--- src/rtl/smul_pkg.sv ---
package smul_pkg;
  typedef enum logic [1:0] {
    SEQ_IDLE = 2'd0,
    SEQ_STEP = 2'd1,
    SEQ_FIX  = 2'd2
  } smul_seq_e;
endpackage

--- src/rtl/smul_operand_prep.sv ---
module smul_operand_prep #(
  parameter int W = 32
) (
  input  logic         signed_mode,
  input  logic [W-1:0] a_in,
  input  logic [W-1:0] b_in,
  output logic [W-1:0] a_mag,
  output logic [W-1:0] b_mag,
  output logic         flip_sign
);
  // Unsigned magnitude; the most negative value maps to 2^(W-1), which fits.
  function automatic logic [W-1:0] magnitude(input logic [W-1:0] v, input logic as_signed);
    if (as_signed && v[W-1]) return (~v) + W'(1);
    return v;
  endfunction

  always_comb begin
    a_mag     = magnitude(a_in, signed_mode);
    b_mag     = magnitude(b_in, signed_mode);
    flip_sign = signed_mode & (a_in[W-1] ^ b_in[W-1]);
  end
endmodule

--- src/rtl/smul_step_datapath.sv ---
module smul_step_datapath #(
  parameter int W = 32,
  localparam int PW = 2 * W
) (
  input  logic          clk,
  input  logic          rst_n,
  input  logic          load,
  input  logic          step,
  input  logic [W-1:0]  mcand_in,
  input  logic [W-1:0]  mplier_in,
  output logic [PW-1:0] prod
);
  logic [W-1:0]  mcand_q;
  logic [PW-1:0] prod_q;
  logic [W:0]    partial_sum;
  logic [PW-1:0] prod_next;
  logic          add_taken;

  // One iteration: conditional add into the upper half with its carry kept,
  // then a right shift of the whole register.
  function automatic logic [W:0] add_upper(input logic [W-1:0] upper,
                                           input logic [W-1:0] addend,
                                           input logic         en);
    return {1'b0, upper} + {1'b0, (en ? addend : '0)};
  endfunction

  always_comb begin
    add_taken   = prod_q[0];
    partial_sum = add_upper(prod_q[PW-1:W], mcand_q, add_taken);
    prod_next   = {partial_sum, prod_q[W-1:1]};
  end

  always_ff @(posedge clk or negedge rst_n) begin
    if (!rst_n) begin
      mcand_q <= '0;
      prod_q  <= '0;
    end else if (load) begin
      mcand_q <= mcand_in;
      prod_q  <= {{W{1'b0}}, mplier_in};
    end else if (step) begin
      prod_q  <= prod_next;
    end
  end

  assign prod = prod_q;

  assert_load_init_R9: assert property (@(posedge clk) disable iff (!rst_n)
    load |=> (prod_q[PW-1:W] == '0) && (prod_q[W-1:0] == $past(mplier_in)));

  assert_skip_add_R9: assert property (@(posedge clk) disable iff (!rst_n)
    (step && !prod_q[0]) |=> (prod_q == ($past(prod_q) >> 1)));

  assert_mcand_held_R7: assert property (@(posedge clk) disable iff (!rst_n)
    !load |=> $stable(mcand_q));
endmodule

--- src/rtl/smul_sequencer.sv ---
module smul_sequencer
  import smul_pkg::*;
#(
  parameter int W = 32,
  localparam int CW = (W > 1) ? $clog2(W) : 1
) (
  input  logic clk,
  input  logic rst_n,
  input  logic start,
  output logic load,
  output logic step,
  output logic finish,
  output logic busy,
  output logic done
);
  smul_seq_e      state_q, state_d;
  logic [CW-1:0]  iter_q;
  logic           last_iter;
  logic           done_q;

  always_comb begin
    load      = start && (state_q == SEQ_IDLE);
    step      = (state_q == SEQ_STEP);
    finish    = (state_q == SEQ_FIX);
    busy      = (state_q != SEQ_IDLE);
    last_iter = (iter_q == CW'(W - 1));
    state_d   = state_q;
    unique case (state_q)
      SEQ_IDLE: if (start) state_d = SEQ_STEP;
      SEQ_STEP: if (last_iter) state_d = SEQ_FIX;
      SEQ_FIX:  state_d = SEQ_IDLE;
      default:  state_d = SEQ_IDLE;
    endcase
  end

  always_ff @(posedge clk or negedge rst_n) begin
    if (!rst_n) begin
      state_q <= SEQ_IDLE;
      iter_q  <= '0;
      done_q  <= 1'b0;
    end else begin
      state_q <= state_d;
      done_q  <= finish;
      if (load)      iter_q <= '0;
      else if (step) iter_q <= iter_q + CW'(1);
    end
  end

  assign done = done_q;

  assert_busy_after_start_R2: assert property (@(posedge clk) disable iff (!rst_n)
    load |=> busy);

  assert_start_ignored_R7: assert property (@(posedge clk) disable iff (!rst_n)
    (busy && start) |=> (state_q != SEQ_IDLE) || done);

  assert_done_pulse_R3: assert property (@(posedge clk) disable iff (!rst_n)
    done |=> !done);

  assert_done_idle_R3: assert property (@(posedge clk) disable iff (!rst_n)
    done |-> !busy);

  assert_fix_after_count_R3: assert property (@(posedge clk) disable iff (!rst_n)
    finish |-> $past(step) && ($past(iter_q) == CW'(W - 1)));
endmodule

--- src/rtl/shiftadd_multiplier.sv ---
module shiftadd_multiplier #(
  parameter int W = 32
) (
  input  logic         clk,
  input  logic         rst_n,
  input  logic         start,
  input  logic         signed_mode,
  input  logic [W-1:0] op_a,
  input  logic [W-1:0] op_b,
  output logic         busy,
  output logic         done,
  output logic [W-1:0] hi,
  output logic [W-1:0] lo
);
  localparam int PW = 2 * W;

  logic [W-1:0]  a_mag, b_mag;
  logic          flip_sign;
  logic          flip_q;
  logic          load, step, finish;
  logic [PW-1:0] prod;
  logic [PW-1:0] signed_prod;
  logic [W-1:0]  hi_q, lo_q;

  function automatic logic [PW-1:0] apply_sign(input logic [PW-1:0] p, input logic neg);
    if (neg) return (~p) + PW'(1);
    return p;
  endfunction

  smul_operand_prep #(.W(W)) u_prep (
    .signed_mode (signed_mode),
    .a_in        (op_a),
    .b_in        (op_b),
    .a_mag       (a_mag),
    .b_mag       (b_mag),
    .flip_sign   (flip_sign)
  );

  smul_sequencer #(.W(W)) u_seq (
    .clk    (clk),
    .rst_n  (rst_n),
    .start  (start),
    .load   (load),
    .step   (step),
    .finish (finish),
    .busy   (busy),
    .done   (done)
  );

  smul_step_datapath #(.W(W)) u_dp (
    .clk       (clk),
    .rst_n     (rst_n),
    .load      (load),
    .step      (step),
    .mcand_in  (a_mag),
    .mplier_in (b_mag),
    .prod      (prod)
  );

  assign signed_prod = apply_sign(prod, flip_q);

  always_ff @(posedge clk or negedge rst_n) begin
    if (!rst_n) begin
      flip_q <= 1'b0;
      hi_q   <= '0;
      lo_q   <= '0;
    end else begin
      if (load) flip_q <= flip_sign;
      if (finish) begin
        hi_q <= signed_prod[PW-1:W];
        lo_q <= signed_prod[W-1:0];
      end
    end
  end

  assign hi = hi_q;
  assign lo = lo_q;

  assert_result_hold_R8: assert property (@(posedge clk) disable iff (!rst_n)
    !done |-> $stable({hi_q, lo_q}));

  assert_unsigned_no_flip_R4: assert property (@(posedge clk) disable iff (!rst_n)
    (load && !signed_mode) |=> !flip_q);
endmodule

--- config.mk ---
export PLATFORM = sky130hd
export DESIGN_NAME = shiftadd_multiplier
export DESIGN_NICKNAME = d
export VERILOG_FILES = /design/src/rtl/smul_pkg.sv /design/src/rtl/smul_operand_prep.sv /design/src/rtl/smul_step_datapath.sv /design/src/rtl/smul_sequencer.sv /design/src/rtl/shiftadd_multiplier.sv
export SDC_FILE = /design/constraint.sdc
export NUM_CORES = 1
export LEC_CHECK = 0
export BUFFER_PORTS_ARGS = -buffer_cell sky130_fd_sc_hd__buf_2
export CAP_MARGIN = 20
export CORE_MARGIN = 2
export CORE_UTILIZATION = 30
export DETAILED_ROUTE_END_ITERATION = 7
export PLACE_DENSITY = 0.44
export SLEW_MARGIN = 20
export SYNTH_ARGS = -nofsm -noshare
export SYNTH_HDL_FRONTEND = slang
export SYNTH_HIERARCHICAL = 1
export SYNTH_SLANG_ARGS = --single-unit
--- constraint.sdc ---
create_clock -name clk -period 5.3 [get_ports clk]
set_input_delay 0.795 -clock clk [delete_from_list [all_inputs] [get_ports clk]]
set_output_delay 0.795 -clock clk [all_outputs]
set_load 0.05 [all_outputs]
==> impl_results.md, run 1 <==
- Area overhead of the layout relative to synthesis: 14.1%
- Switch Pwr: 3760 uW
- FF-to-FF path depth: 11
- Sw frac: 47.9%
- Final min period: 3.55 ns
- Pwr Density: 558 mW/mm2
- Slowest CP cell: dfrtp_1
- Crit Path Max Fanout: 37
- Startpoint types: flop
- Number of synthesized register bits: 169
- Vias: 10905
- Placed insts: 2012
- Final setup viols: 0
- RSZ-0062 raised after global routing: no
- Post-synthesis xor/xnor area fraction: 7.39%
- Clk_lat worst skew: 0.45 ns
- Via density: 5.34
- Req. time, crit path: 5.66 ns
- Slew @ Worst Pin: 1.16 ns
- Nets: 1605
- Core Util, Final: 34.6%
- Power Internal: 4090 uW
- Gate power share: 50.0%
- Worst-path cell chain: and2_1, ha_1, inv_1, fa_1, and2b_1, o2111ai_2, a211o_1, a31oi_2, a221oi_2, or4_1, o211ai_1
- Top cell type by total area after synthesis: dfrtp_1
- Buf+Inv Stages, Crit Path: 1
- Mapped Area: 0.0123 mm2
- Fill count: 4219
- Share of cells above drive strength 1: 17.4%
- Flop2flop setup slack: 1.75 ns
- Final Hold Vio Count: 0
- Gr ovfl total: 0
- Max-Cap Viols: 0
- Post-synth EDFFs: 0
- Portion of netlist area occupied by mux cells: 6.92%
- Syn nets: 1514
- Synth top area share: 34.3%
- Hold_buf cts: 0
- Seq/Total Area, Yosys: 34.3%
- Drt pass-1 iters: 4
- Setup Buffers After CTS: 0
- Largest delay share family, worst path: compound AO/OA/AOI/OAI gates
- Clock slew at reported path FFs: 0.06 ns
- Setup total negative slack: 0 ns
- Hold crit path type: input port to async pin
- Count of warnings emitted by yosys: 6
- Largest net degree at the start of global routing: 122
- Pleak: 0.00602 uW
- Most common cell after layout, fill and taps aside: dfrtp_1
- Post_cts resized: 0
- Initial detailed-routing violation count: 724
- Final WL: 38300 um
- Core area: 0.0406 mm2
- Antenna violations before repair: 1
- Rel. slew slack: 22.9%
- Clock Sinks: 169
- Sequential fraction of design power: 33.8%
- Worst reg2reg endpoint: u_dp/prod[61]$_DFFE_PN0P_
- I/O pins: 134
- Top cells by area, synth: dfrtp_1, xnor2_1, nand2_1, mux2i_1, ha_1
- Diode count: 0
- Antenna viol nets, final: 0
- Syn Inst Count: 1408
- Largest family of logic cells by synthesized area: simple AND/OR/NAND/NOR gates
- Drt wl/cell: 18.8 um
- Final Slew Violations: 0
- Die ar.: 0.0427 mm2
- Adder-Cell Fraction of Synth Area: 3.92%
- All-Layer GR Usage: 18.3%
- First-pass GRT wire length: 61100 um
- CTS Buffer Depth: 2
- Tcrit/Tclk final: 67.0%
- CP arrival: 3.91 ns
- Cell Rows: 74
- Dpl hpwl: 28700 um
- Syn_area_per_cell: 8.75 um2
- Max Freq: 282 MHz
- Simple-gate share of the synthesized area: 24.1%
- TritonCTS clock tree: yes
- Routability congestion estimate: 0.865
- DRC viols: 0
- Top_reg_cell synth: dfrtp_1
- Total CTS buffers: 17
- Initial Util: 30.3%
- Die Ht: 207 um
- Die Wd: 207 um
- VDD IR-drop max: 0.233 mV
- H-tree Lvls: 4
- Vias in the first global route: 10470
- Worst r2r src: u_dp/prod[0]$_DFFE_PN0P_
- Finished Layout Cells: 2041
- Crit. End Element: flop
- Status: finished clean
- Netlist cell types: 89
- CTS root buf: clkbuf_16
- FFs w/ async S/R, synth: 100%
- Number of port buffers: 133
- CP peak stage delay: 0.91 ns
- Clk_skew: 0.0116 ns
- Post-synthesis compound-gate area fraction: 19.8%
- Commonest non-fill, non-tap cells in the layout: dfrtp_1, buf_2, nand2_1
- WS Path Type: flop to flop
- Clk pwr share: 16.2%
## state kept, by name, summed over array words and instances, names as in the netlist
name and flops:
u_seq/state_q 2, u_seq/done 1, flip_q 1, u_dp/mcand_q 32, hi 32, u_dp/prod 64
u_seq/iter_q 5, lo 32
## power by group through the flow
stage	Combinational [uW]	Sequential [uW]	Clock (uW)
3_3_place_gp	3910	2660	0
6_report	3930	2660	1270
2_1_floorplan	2670	2690	0
5_1_grt	4360	2760	1380
4_1_cts	3940	2650	1330
3_5_place_dp	3920	2680	0
## worst max path at each step
| stage | cells after the start | from | end | slack [ns] |
|---|---|---|---|---|
| 2_1_floorplan | 12 | u_dp/prod[0]$_DFFE_PN0P_ | u_dp/prod[61]$_DFFE_PN0P_ | 2.34 |
| 3_3_place_gp | 11 | u_dp/prod[0]$_DFFE_PN0P_ | u_dp/prod[61]$_DFFE_PN0P_ | 1.77 |
| 3_5_place_dp | 11 | u_dp/prod[0]$_DFFE_PN0P_ | u_dp/prod[61]$_DFFE_PN0P_ | 1.69 |
| 4_1_cts | 11 | u_dp/prod[0]$_DFFE_PN0P_ | u_dp/prod[61]$_DFFE_PN0P_ | 1.68 |
| 5_1_grt | 11 | u_dp/prod[0]$_DFFE_PN0P_ | u_dp/prod[63]$_DFFE_PN0P_ | 1.33 |
| 6_report | 11 | u_dp/prod[0]$_DFFE_PN0P_ | u_dp/prod[61]$_DFFE_PN0P_ | 1.75 |
## through the flow
| step | total power (uW) | cell area [um2] | hold WS [ns] | setup slack [ns] |
|---|---|---|---|---|
| floorplan | 5370 | 12300 | 0.458 | 2.34 |
| global placement | 6570 | 13500 | 0.480 | 1.77 |
| detailed placement | 6600 | 13500 | 0.473 | 1.69 |
| CTS | 7920 | 14100 | 0.298 | 1.68 |
| global route | 8500 | 14100 | 0.314 | 1.33 |
| finish | 7860 | 14100 | 0.288 | 1.75 |
## worst register-to-register path, cell delays in order (launching register included)
cell and delay, ns:
dfrtp_1 0.91, and2_1 0.24, ha_1 0.20, inv_1 0.07, fa_1 0.39, and2b_1 0.24, o2111ai_2 0.18, a211o_1 0.35
a31oi_2 0.25, a221oi_2 0.13, or4_1 0.41, o211ai_1 0.10
## metal layers
metal / wire length, um / vias to the layer above / GRT usage, % / part of all wire, %
met4: 592 / 2 / 4.84 / 1.5
met5: 7 / - / 0 / 0.018
met2: 16200 / 227 / 26.8 / 42
li1: - / 5401 / - / -
met3: 1570 / 27 / 2.56 / 4.1
met1: 19900 / 5248 / 28.0 / 52
## synth_stat cells (6+ instances only)
cell type,n
buf_1,6
inv_1,41
dfrtp_1,169
o211ai_1,10
xor2_1,34
xnor2_1,70
o21ai_0,84
clkbuf_1,61
a31oi_1,26
a31o_2,8
a21o_1,9
or3_1,38
a21oi_1,80
nand2_1,126
ha_1,37
or4_1,22
mux2_2,34
nor2b_1,23
nand3_1,45
nor4_4,7
nand4_1,22
o21ai_1,8
and2_1,41
o21a_1,7
nor4_1,23
nor2_1,108
mux2i_1,47
nor3_1,43
o41ai_2,8
o31ai_1,29
o41ai_1,14
a2111o_1,9
and3_1,7
nand2b_1,9
nand3b_1,6
## logic make-up after synthesis
family | Yosys count
AOI/OAI and AO/OA | 351
xor gates and xnor gates | 104
adders and majority gates | 38
buffers and inverters | 114
DFF | 169
muxes | 81
and+or+nand+nor | 551
## final cells by class
class	count	area [um2]	area share, %
multi-input cells	1125	7670	54.5
flip-flops and latches	169	4230	30.1
repair buffers	145	774	5.51
well taps	532	666	4.73
clock buffers	20	447	3.18
inverters	41	154	1.09
clock inverters	9	126	0.898
(Power assumes the default switching activity.)
==> inputs of run 2 (changes only) <==
- clock period: 5.3 -> 3.5 ns (I/O delays scaled with it)
==> impl_results.md, run 2 (same netlist as run 1, synthesis figures left out) <==
- Commonest non-fill, non-tap cells in the layout: dfrtp_1, buf_2, nand2_1
- Req. time, crit path: 3.88 ns
- Final setup viols: 0
- Area overhead of the layout relative to synthesis: 16.2%
- CTS root buf: clkbuf_16
- Final WL: 39200 um
- Tcrit/Tclk final: 89.3%
- Routability congestion estimate: 0.865
- Status: finished clean
- CP arrival: 3.51 ns
- CTS Buffer Depth: 2
- Hold_ws: 0.409 ns
- DRC viols: 0
- Die ar.: 0.0427 mm2
- Most common cell after layout, fill and taps aside: dfrtp_1
- Antenna violations before repair: 1
- Clock slew at reported path FFs: 0.07 ns
- Power Internal: 6330 uW
- Hold crit path type: input port to flop
- Die Wd: 207 um
- Max-Cap Viols: 0
- All-Layer GR Usage: 18.5%
- Clock Sinks: 169
- Final worst setup slack: 0.375 ns
- Vias: 10980
- Clk_skew: 0.0168 ns
- Pleak: 0.00615 uW
- Max Freq: 320 MHz
- Final Slew Violations: 0
- Die Ht: 207 um
- First-pass GRT wire length: 61600 um
- Gate power share: 51.8%
- Largest register FFs: 64
- Initial detailed-routing violation count: 656
- Cell Rows: 74
- Largest net degree at the start of global routing: 150
- Multi-input logic area: 0.00767 mm2
- Total CTS buffers: 17
- Rel. slew slack: 36.0%
- Via density: 5.31
- Crit Path Max Fanout: 9
- Vias in the first global route: 10569
- Drt pass-1 iters: 5
- Post_cts resized: 0
- Gr ovfl total: 0
- Worst slack, placed: 0.393 ns
- Crit. End Element: flop
- Initial Util: 30.3%
- Antenna viol nets, final: 0
- Drt wl/cell: 19.0 um
- Switch Pwr: 5830 uW
- Pwr Density: 849 mW/mm2
- Final min period: 3.13 ns
- Nets: 1627
- Core area: 0.0406 mm2
- RSZ-0062 raised after global routing: no
- Sw frac: 47.9%
- Number of port buffers: 133
- Fill count: 4185
- Clk_lat worst skew: 0.45 ns
- Reg area: 0.00423 mm2
- Final Hold Vio Count: 0
- Diode count: 0
- Sequential fraction of design power: 31.4%
- Slew @ Worst Pin: 0.958 ns
- Dpl hpwl: 29700 um
- H-tree Lvls: 4
- I/O pins: 134
- WS Path Type: flop to flop
- Clk pwr share: 16.8%
- Setup total negative slack: 0 ns
- Share of cells above drive strength 1: 18.8%
- TritonCTS clock tree: yes
- Startpoint types: flop
- VDD IR-drop max: 0.302 mV
-- run 2: worst max-delay path, stage by stage, from the launching register on --
cell     delay (ns)
dfrtp_1        0.44
or4_4          0.59
or4b_1         0.66
or4_1          0.74
or4_1          0.55
nand3_1        0.09
-- run 2: power groups by stage --
stage / sequential [uW] / combinational [uW] / clock (uW)
after floorplan: 4080 / 4050 / 0
after global placement: 3820 / 6270 / 0
after detailed placement: 3840 / 6280 / 0
after CTS: 3810 / 6310 / 2120
after global routing: 3950 / 6950 / 2190
final: 3810 / 6300 / 2050
-- run 2: cell type report --
type | instances | share of cell area (%)
repair buffers | 167 | 6.75
clock inverters | 13 | 1.29
multi-input cells | 1125 | 53.6
well taps | 532 | 4.65
flip-flops and latches | 169 | 29.5
inverters | 41 | 1.07
clock buffers | 19 | 3.09
-- run 2: metal layers --
metal,vias to the layer above,track usage (%),share of wire [%]
met2,206,28.2,43
met3,28,2.45,3.8
li1,5447,-,-
met4,2,4.51,1.1
met1,5297,27.6,52
met5,-,0,0.033
-- run 2: stage by stage --
stage	instance area [um2]	power [uW]	utilization (%)	std cells
finish	14300	12200	35.2	2066
global route	14300	13100	35.2	2066
CTS	14300	12200	35.2	2066
detailed placement	13700	10100	33.7	2033
global placement	13700	10100	33.7	2033
floorplan	12300	8130	-	1408
-- run 2: timing repair --
item,4_1_cts,5_1_grt
hold buffers,1,0
endpoints found under the hold margin,5,0
setup buffers,0,0
-- run 2: worst paths after layout --
kind                       slack (ns)  depth (start not counted)                    startpoint                           end
max                              0.37                          5     u_dp/prod[12]$_DFFE_PN0P_            hi[19]$_DFFE_PN0P_
min                              0.41                          3                         start  u_seq/state_q[0]$_DFFE_PN0P_
max reg2reg                      0.37                          5     u_dp/prod[12]$_DFFE_PN0P_            hi[19]$_DFFE_PN0P_
min reg2reg                      0.50                          1  u_dp/mcand_q[25]$_DFFE_PN0P_  u_dp/mcand_q[25]$_DFFE_PN0P_
max in group asynchronous        2.09                          3                         rst_n   u_seq/iter_q[0]$_DFFE_PN0P_
min in group asynchronous        0.56                          2                         rst_n             lo[4]$_DFFE_PN0P_
==> inputs of run 3 (changes only) <==
- ABC_AREA: not set -> 1
- PLACE_DENSITY: 0.44 -> 0.46
- SETUP_SLACK_MARGIN: not set -> 0.5
- clock period: 3.5 -> 2.6 ns (I/O delays scaled with it)
==> impl_results.md, run 3 <==
- Req. time, crit path: 2.97 ns
- Syn Inst Count: 2165
- All-Layer GR Usage: 20.2%
- Clock Sinks: 169
- Hold path depth: 3
- Die Ht: 215 um
- Final instance area: 0.0163 mm2
- Vias in the first global route: 13007
- Core area: 0.0441 mm2
- Syn nets: 2271
- Final min period: 2.12 ns
- Clk_skew: 0.0109 ns
- Count of warnings emitted by yosys: 6
- Syn_area_per_cell: 6.17 um2
- Crit. End Element: flop
- Final Slew Violations: 0
- Final worst setup slack: 0.481 ns
- DRC viols: 0
- WS Path Type: flop to flop
- TritonCTS clock tree: yes
- Netlist cell types: 48
- Die Wd: 215 um
- Final WL: 45900 um
- Most common cell after layout, fill and taps aside: nand2_1
- Antenna violations before repair: 0
- Share of cells above drive strength 1: 17.8%
- Min-delay src: op_a[0]
- Dpl hpwl: 36800 um
- Antenna viol nets, final: 0
- Finished Layout Cells: 2910
- Hold endpoint: u_dp/mcand_q[0]$_DFFE_PN0P_
- Post-synthesis compound-gate area fraction: 7.30%
- Worst r2r src: u_dp/prod[0]$_DFFE_PN0P_
- H-tree Lvls: 4
- Worst reg2reg endpoint: u_dp/prod[53]$_DFFE_PN0P_
- Nets: 2411
- FF-to-FF path depth: 15
- Worst slack, placed: 0.244 ns
- Largest register FFs: 64
- Drt pass-1 iters: 8
- Crit Path Max Fanout: 30
- Initial detailed-routing violation count: 1119
- Placed insts: 2861
- Max-Cap Viols: 0
- Mapped Area: 0.0134 mm2
- Initial Util: 30.3%
- Number of synthesized register bits: 169
- Adder-Cell Fraction of Synth Area: 3.61%
- CP arrival: 2.49 ns
- RSZ-0062 raised after global routing: yes
- FFs w/ async S/R, synth: 100%
- Commonest non-fill, non-tap cells in the layout: nand2_1, inv_1, nor2_1
- Pwr Density: 1040 mW/mm2
- Number of port buffers: 133
- Clock slew at reported path FFs: 0.07 ns
- Synth top area share: 31.6%
- Clk_lat worst skew: 0.49 ns
- Flop2flop setup slack: 0.48 ns
- Synth cell count leaders: nand2_1, nor2_1, inv_1
- Cell Rows: 77
- Routability congestion estimate: 0.889
- Diode count: 0
- CTS Buffer Depth: 2
- Vias: 13493
- Final setup viols: 0
- Via density: 4.64
- I/O pins: 134
- Top cell type by total area after synthesis: dfrtp_1
- CTS root buf: clkbuf_16
- Portion of netlist area occupied by mux cells: 0%
- Die ar.: 0.0463 mm2
- Largest net degree at the start of global routing: 81
- Gr ovfl total: 0
- Drt wl/cell: 15.8 um
- Largest family of logic cells by synthesized area: simple AND/OR/NAND/NOR gates
- Seq/Total Area, Yosys: 31.6%
- Max Freq: 472 MHz
- Top cells by area, synth: dfrtp_1, nand2_1, nor2_1, inv_1, nand3_1
- Cell Area, Placed: 0.0148 mm2
- Status: finished clean
- Hold_ws: 0.139 ns
- Total CTS buffers: 17
- VDD IR-drop max: 0.430 mV
- Final Hold Vio Count: 0
- Area overhead of the layout relative to synthesis: 21.7%
- Hold crit path type: input port to flop
- Setup total negative slack: 0 ns
- Tcrit/Tclk final: 81.5%
- Most frequent cell after synthesis: nand2_1
- Simple-gate share of the synthesized area: 43.3%
- Post-synth EDFFs: 0
- First-pass GRT wire length: 72500 um
- Slew @ Worst Pin: 0.783 ns
- Top_reg_cell synth: dfrtp_1
- Rel. slew slack: 47.8%
- Pleak: 0.00814 uW
- Startpoint types: flop
- Post-synthesis xor/xnor area fraction: 4.33%
-- run 3: cell types whose count changed in the layout (fill, tap and decap cells not counted), moves of 34 or more --
| cell | previous run | this run |
|---|---|---|
| mux2i_1 | 47 | 0 |
| xnor2_1 | 70 | 26 |
| a21oi_1 | 80 | 17 |
| and2_1 | 41 | 1 |
| inv_1 | 39 | 262 |
| mux2_2 | 34 | 0 |
| or3_1 | 38 | 0 |
| nand3_1 | 45 | 137 |
| nand2_2 | 2 | 51 |
| nor2_1 | 106 | 259 |
| nor3_1 | 43 | 1 |
| nand2_1 | 126 | 834 |
-- run 3: cell type report --
cell class | instances | area [um2]
Clock inverter | 14 | 160
Multi-Input combinational cell | 1660 | 8590
Sequential cell | 169 | 4230
Inverter | 281 | 1070
Tap cell | 592 | 741
Timing Repair Buffer | 176 | 1040
Clock buffer | 18 | 429
Fill cell | 4933 | 27900
-- run 3: through the flow --
stage	utilization (%)	total power, uW
global route	36.9	18400
detailed placement	33.4	12900
CTS	35.6	16100
finish	36.9	16900
global placement	33.4	12900
floorplan	-	10300
-- run 3: logic make-up (layout without fill, tap and decap cells) --
kind of cell	Yosys count	count (layout)
XOR/XNOR	66	66
adder cells (fa/ha/maj)	38	38
AO/OA/AOI/OAI	158	158
AND/OR/NAND/NOR	1398	1398
buffers and inverters	336	489
flip-flops	169	169
-- run 3: layer usage --
layer,wire length (um),up-vias,global-route usage [%]
li1,-,6996,-
met1,22500,6159,28.5
met2,20300,282,31.4
met3,2210,56,3.61
met4,920,0,6.07
met5,0,-,0
-- run 3: timing repair --
item | 4_1_cts | 5_1_grt
cloned | 0 | 0
hold buffers | 1 | 0
hold endpoints to repair | 53 | 0
setup buffers | 3 | 13
resized for setup | 62 | 108
endpoints found under the setup margin | 37 | 48
pin swaps | 5 | 19
-- run 3: worst max path at each step --
stage | depth (start not counted) | slack (ns) | end | startpoint
floorplan | 17 | 0.53 | u_dp/prod[47]$_DFFE_PN0P_ | u_dp/prod[0]$_DFFE_PN0P_
global placement | 15 | 0.24 | u_dp/prod[53]$_DFFE_PN0P_ | u_dp/prod[0]$_DFFE_PN0P_
detailed placement | 14 | 0.24 | u_dp/prod[53]$_DFFE_PN0P_ | u_dp/prod[0]$_DFFE_PN0P_
CTS | 15 | 0.42 | u_dp/prod[53]$_DFFE_PN0P_ | u_dp/prod[0]$_DFFE_PN0P_
global route | 15 | 0.34 | u_dp/prod[53]$_DFFE_PN0P_ | u_dp/prod[0]$_DFFE_PN0P_
finish | 15 | 0.48 | u_dp/prod[53]$_DFFE_PN0P_ | u_dp/prod[0]$_DFFE_PN0P_
-- run 3: where the power goes --
| group | internal (uW) | total (uW) | switching, uW |
|---|---|---|---|
| Clock | 1360 | 2600 | 1240 |
| Combinational | 3410 | 9470 | 6050 |
| Sequential | 3510 | 4820 | 1320 |
| Total | 8280 | 16900 | 8610 |
-- run 3: worst max-delay path, cell delays in order, from the launching register on --
cell     delay [ns]
dfrtp_2        0.43
buf_12         0.17
nand2_1        0.07
inv_1          0.09
ha_4           0.31
nand2_2        0.09
nor2_4         0.12
nand2_1        0.07
nand3_2        0.08
nand2_1        0.08
nand2_2        0.10
nand2_1        0.08
nand2_1        0.06
nand2_1        0.05
nand3_1        0.09
nand2_1        0.09
